### config.mk
export PLATFORM = sky130hd
export DESIGN_NAME = vdram_cycle_decoder
export DESIGN_NICKNAME = d
export VERILOG_FILES = /design/src/rtl/vdec_pkg.sv /design/src/rtl/vdec_edge.sv /design/src/rtl/vdec_seq.sv /design/src/rtl/vdec_remap.sv /design/src/rtl/vdram_cycle_decoder.sv
export SDC_FILE = /design/constraint.sdc
export NUM_CORES = 1
export LEC_CHECK = 0
export BUFFER_PORTS_ARGS = -buffer_cell sky130_fd_sc_hd__buf_2
export CAP_MARGIN = 20
export CORE_MARGIN = 2
export CORE_UTILIZATION = 40
export CTS_BUF_LIST = sky130_fd_sc_hd__clkbuf_2 sky130_fd_sc_hd__clkbuf_4 sky130_fd_sc_hd__clkbuf_8
export CTS_CLUSTER_SIZE = 14
export DETAILED_ROUTE_END_ITERATION = 6
export PLACE_DENSITY = 0.6
export SYNTH_ARGS = -nofsm -noshare
export SYNTH_HDL_FRONTEND = slang
export SYNTH_SLANG_ARGS = --single-unit
### constraint.sdc
create_clock -name clk -period 2 [get_ports clk]
set_clock_uncertainty 0.15 [all_clocks]
set_input_delay 0.6 -clock clk [delete_from_list [all_inputs] [get_ports clk]]
set_output_delay 0.6 -clock clk [all_outputs]
set_load 0.05 [all_outputs]
### src/rtl/vdec_pkg.sv
package vdec_pkg;

    localparam int SMP_W   = 16;
    localparam int MUX_W   = 8;
    localparam int VADDR_W = 2 * MUX_W;
    localparam int NSTB    = 4;

    localparam int POS_CAS = 1;
    localparam int POS_RAS = 12;
    localparam int POS_WE  = 13;
    localparam int POS_OE  = 14;

    typedef enum logic [1:0] {
        EV_READ    = 2'b00,
        EV_WRITE   = 2'b01,
        EV_XFER    = 2'b10,
        EV_REFRESH = 2'b11
    } evt_kind_e;

    typedef enum logic [1:0] {
        ST_IDLE,
        ST_ROW,
        ST_PEND_REF,
        ST_WAIT_RW
    } seq_state_e;

    typedef struct packed {
        logic oe;
        logic we;
        logic ras;
        logic cas;
    } strobe_t;

    typedef struct packed {
        logic               vld;
        evt_kind_e          kind;
        logic [VADDR_W-1:0] raw;
    } evt_req_t;

    function automatic strobe_t pick_strobes(input logic [SMP_W-1:0] s);
        strobe_t t;
        t.oe  = s[POS_OE];
        t.we  = s[POS_WE];
        t.ras = s[POS_RAS];
        t.cas = s[POS_CAS];
        return t;
    endfunction

    function automatic logic [MUX_W-1:0] mux_addr(input logic [SMP_W-1:0] s);
        return {s[6], s[11:9], s[5:2]};
    endfunction

    function automatic int remap_src(input int i);
        if (i < 2)
            return i;
        else if (i < 10)
            return i + 6;
        else
            return i - 8;
    endfunction

endpackage

### src/rtl/vdec_edge.sv
module vdec_edge #(
    parameter int N = 4
) (
    input  logic         clk,
    input  logic         rst,
    input  logic         vld_i,
    input  logic [N-1:0] lvl_i,
    output logic [N-1:0] fall_o
);
    logic [N-1:0] prev_q;
    logic         primed_q;

    always_ff @(posedge clk) begin
        if (rst) begin
            prev_q   <= '0;
            primed_q <= 1'b0;
        end else if (vld_i) begin
            prev_q   <= lvl_i;
            primed_q <= 1'b1;
        end
    end

    for (genvar b = 0; b < N; b++) begin : g_bit
        assign fall_o[b] = vld_i & primed_q & prev_q[b] & ~lvl_i[b];
    end
endmodule

### src/rtl/vdec_seq.sv
module vdec_seq
    import vdec_pkg::*;
(
    input  logic             clk,
    input  logic             rst,
    input  logic             vld_i,
    input  strobe_t          lvl_i,
    input  strobe_t          fall_i,
    input  logic [MUX_W-1:0] maddr_i,
    output evt_req_t         req_o
);
    seq_state_e         st_q, st_d;
    logic [MUX_W-1:0]   row_q, row_d;
    logic               ram_q, ram_d;
    logic [VADDR_W-1:0] addr_q, addr_d;

    always_ff @(posedge clk) begin
        if (rst) begin
            st_q   <= ST_IDLE;
            row_q  <= '0;
            ram_q  <= 1'b0;
            addr_q <= '0;
        end else begin
            st_q   <= st_d;
            row_q  <= row_d;
            ram_q  <= ram_d;
            addr_q <= addr_d;
        end
    end

    always_comb begin
        st_d   = st_q;
        row_d  = row_q;
        ram_d  = ram_q;
        addr_d = addr_q;
        req_o  = '0;
        if (vld_i) begin
            unique case (st_q)
                ST_IDLE: begin
                    if (fall_i.ras) begin
                        st_d  = ST_ROW;
                        row_d = maddr_i;
                        ram_d = lvl_i.oe;
                    end else if (fall_i.cas && lvl_i.oe) begin
                        st_d = ST_PEND_REF;
                    end
                end
                ST_ROW: begin
                    if (fall_i.cas) begin
                        if (ram_q) begin
                            st_d   = ST_WAIT_RW;
                            addr_d = {row_q, maddr_i};
                        end else begin
                            st_d       = ST_IDLE;
                            req_o.vld  = 1'b1;
                            req_o.kind = EV_XFER;
                            req_o.raw  = {row_q, maddr_i};
                        end
                    end
                end
                ST_PEND_REF: begin
                    if (fall_i.ras) begin
                        st_d       = ST_IDLE;
                        req_o.vld  = 1'b1;
                        req_o.kind = EV_REFRESH;
                    end
                end
                ST_WAIT_RW: begin
                    if (fall_i.oe) begin
                        st_d       = ST_IDLE;
                        req_o.vld  = 1'b1;
                        req_o.kind = EV_READ;
                        req_o.raw  = addr_q;
                    end else if (fall_i.we) begin
                        st_d       = ST_IDLE;
                        req_o.vld  = 1'b1;
                        req_o.kind = EV_WRITE;
                        req_o.raw  = addr_q;
                    end
                end
                default: st_d = ST_IDLE;
            endcase
        end
    end
endmodule

### src/rtl/vdec_remap.sv
module vdec_remap #(
    parameter int W = 16
) (
    input  logic [W-1:0] raw_i,
    output logic [W-1:0] log_o
);
    for (genvar i = 0; i < W; i++) begin : g_map
        localparam int SRC = vdec_pkg::remap_src(i);
        assign log_o[i] = raw_i[SRC];
    end
endmodule

### src/rtl/vdram_cycle_decoder.sv
module vdram_cycle_decoder
    import vdec_pkg::*;
(
    input  logic               clk,
    input  logic               rst,
    input  logic [SMP_W-1:0]   sample_i,
    input  logic               sample_vld_i,
    output logic               evt_vld_o,
    output logic [1:0]         evt_kind_o,
    output logic [VADDR_W-1:0] evt_raw_o,
    output logic [VADDR_W-1:0] evt_log_o
);
    strobe_t            lvl, fall;
    logic [MUX_W-1:0]   maddr;
    evt_req_t           req;
    logic [VADDR_W-1:0] log_addr;
    logic               unused_bits;

    assign lvl         = pick_strobes(sample_i);
    assign maddr       = mux_addr(sample_i);
    assign unused_bits = ^{sample_i[15], sample_i[8:7], sample_i[0]};

    vdec_edge #(.N(NSTB)) u_edge (
        .clk    (clk),
        .rst    (rst),
        .vld_i  (sample_vld_i),
        .lvl_i  (lvl),
        .fall_o (fall)
    );

    vdec_seq u_seq (
        .clk     (clk),
        .rst     (rst),
        .vld_i   (sample_vld_i),
        .lvl_i   (lvl),
        .fall_i  (fall),
        .maddr_i (maddr),
        .req_o   (req)
    );

    vdec_remap #(.W(VADDR_W)) u_remap (
        .raw_i (req.raw),
        .log_o (log_addr)
    );

    always_ff @(posedge clk) begin
        if (rst) begin
            evt_vld_o  <= 1'b0;
            evt_kind_o <= '0;
            evt_raw_o  <= '0;
            evt_log_o  <= '0;
        end else begin
            evt_vld_o <= req.vld;
            if (req.vld) begin
                evt_kind_o <= req.kind;
                evt_raw_o  <= req.raw;
                evt_log_o  <= log_addr;
            end
        end
    end
endmodule

==> qor.yml <==
timing:
  setup_violations: 0
  min_period_ns: 1.84
  hold_slack_ns: 0.327
  finalMaxSlewViolations: 0
  worst_slew_pin_slew_ns: 0.624
  period_share_pct: 92.0
  fin_setup_tns_ns: 0
  maxSlewHeadroom_pct: 58.2
  hold_viol: 0
  max_freq_mhz: 544
  rsz0062_at_grt: "no"
placement:
  placed_cell_area_um2: 2530
  place_inst: 321
  io_buffers: 49
  hpwl_um: 3220
  gp_congestion: 0.830
logic_synthesis:
  syn_nets: 225
  synth-seq-area-share_pct: 46.5
  ys.warnings.count: 0
  synth_seq_cells: 51
  syn-instance-count: 206
  synth.avg_cell_area_um2: 10.7
  syn_area_um2: 2200
  yosys.cell_types.count: 37
min_path:
  min_path_type: "reg2reg"
  hold_depth: 1
grt:
  grt_pass1_vias: 1474
  grt_overflow: 0
  antenna_found_initial: 0
  grt_pass1_wl_um: 7120
  grt_usage_pct: 14.8
  grt_start_max_net_pins: 24
floorplanning:
  fp-row-count: 26
  initial_core_util_pct: 42.2
  ios: 54
  fp.dieArea_um2: 6100
  core_area_um2: 5200
  die_y_um: 78.1
  dieWidth_um: 78.1
power_and_ir_drop:
  p_per_area_nw_per_um2: 688
  vdd_drop_max_v: 0.000423
  power.leakage_nw: 1.25
  power_mw: 1.82
clock_network:
  cts_tree: "built"
  numClockSinks: 51
  ctsLongestPathBuffers: 2
  postCtsHoldBufs: 0
  cts_root_buf: "clkbuf_8"
  cts.clk_slew.worst_paths_ns: 0.09
  htreeDepth: 2
  cts_buffers: 5
  insertion_delay_ns: 0.30
  post_cts_buffers: 0
  post_cts_resized: 0
final_layout:
  fill_cells: 513
  fin_area_um2: 2650
  diodes: 0
  multi_input_area_um2: 955
  fin_cells: 328
  regArea_um2: 1020
  syn_to_final_growth_pct: 20.4
  drive_gt1_share_pct: 34.5
  num-nets-final: 277
setup_path:
  path_max_fanout: 5
  cpMaxStageDelayCell: "nor3_2"
  endpoint_kind: "flip-flop"
  path_class: "reg2reg"
  crit_chain: "nand4bb_1 > o22ai_2 > nor3_2 > buf_4 > a221o_1"
  start_kind: "flip-flop"
  required_ns: 2.10
  r2r_cells: 5
  r2r_slack_ns: 0.16
  cp_data_arrival_time_ns: 1.94
  cp_slowest_stage_delay_ns: 0.53
run:
  max_cap_violations: 0
routing:
  via_per_inst: 4.90
  drt_iter0_markers: 46
  drc: 0
  ant_nets: 0
  wl_per_cell_um: 13.5
  vias: 1606
  drt-pass1-iter-count: 4
  wl_um: 4420
run_status:
  outcome: "complete, no violations"
==> per-layer routing <==
layer / track usage, % / vias up / part of all wire [%]
met5: 0 / - / 0
met3: 3.45 / 7 / 3.7
li1: - / 819 / -
met2: 24.7 / 33 / 48
met4: 5.09 / 0 / 1.4
met1: 18.7 / 747 / 47
==> report_power, final <==
| group | total, mW | internal, mW | leakage (nW) | switching [mW] |
|---|---|---|---|---|
| sequential | 1.03 | 1.02 | 0.412 | 0.00807 |
| clock | 0.692 | 0.366 | 0.0502 | 0.326 |
| combinational | 0.0975 | 0.0477 | 0.785 | 0.0498 |
==> sequential cells by signal (all words and copies together), names as in the netlist <==
signal / count
evt_kind_o: 2
evt_log_o: 1
evt_raw_o: 15
evt_vld_o: 1
u_edge.prev_q: 4
u_edge.primed_q: 1
u_seq.addr_q: 16
u_seq.ram_q: 1
u_seq.row_q: 8
u_seq.st_q: 2
==> worst paths after layout <==
kind / from / end
worst min register to register: evt_kind_o[0] / evt_kind_o[0]
worst min-delay path: evt_kind_o[0] / evt_kind_o[0]
worst max register to register: u_seq.st_q[0] / evt_raw_o[8]
worst max-delay path: u_seq.st_q[0] / evt_raw_o[8]
==> synthesized netlist by cell type, drive strengths merged <==
cell	instances	area (um2)
dfxtp	51	1020
nor2	37	141
mux2i	29	290
buf	25	198
a221o	16	161
and2	16	100
nor3	3	31.3
a21oi	2	10.0
and3	2	12.5
clkbuf	2	21.3
inv	2	7.51
nand2	2	7.51
nand2b	2	20.0
nand4bb	2	22.5
nor2b	2	12.5
a32o	1	10.0
and4b	1	11.3
mux2	1	11.3
nand3	1	5.00
nand3b	1	20.0
nand4	1	6.26
nor4	1	21.3
o2111ai	1	8.76
o211a	1	10.0
o22ai	1	12.5
o311ai	1	8.76
o41ai	1	8.76
or2	1	6.26
==> cell usage in the layout (no fill, tap or decap), types with 2 or more instances in the layout <==
cell type,count
nor2_1,36
buf_4,19
inv_1,2
mux2i_1,29
buf_2,49
buf_12,4
clkbuf_8,5
nand4bb_1,2
nand2_1,2
and2_1,16
a221o_1,15
dfxtp_1,51
and3_1,2
nor2b_1,2
a21oi_1,2
==> cells by family (layout without fill, tap and decap cells) <==
| logic type | after synthesis | after routing | share of synthesized area, % |
|---|---|---|---|
| AO/OA/AOI/OAI | 24 | 24 | 10.5 |
| buffers and inverters | 29 | 81 | 10.3 |
| flip-flops | 51 | 51 | 46.5 |
| multiplexers | 30 | 30 | 13.7 |
| AND/OR/NAND/NOR | 72 | 72 | 19.0 |
==> through the flow <==
stage / util (%) / setup WS [ns]
after floorplan: - / 0.196
after global placement: 48.7 / -0.278
after detailed placement: 48.7 / -0.287
after CTS: 50.7 / 0.0246
after global routing: 50.8 / 0.0408
final: 50.8 / 0.160
==> layout make-up <==
cell class,count,share of cell area [%]
Multi-Input combinational cell,126,36.1
Clock inverter,2,1.42
Inverter,2,0.284
Clock buffer,5,2.60
Tap cell,70,3.31
Timing Repair Buffer,72,17.7
Sequential cell,51,38.6
==> worst max-delay path, delay by kind of cell, from the launching register on <==
family                 cells  cell delay [ns]
buffers and inverters      1             0.24
AOI/OAI and AO/OA          2             0.25
and+or+nand+nor            2             0.74
DFF                        1             0.41
No activity file was read; power rests on OpenSTA's default activity.
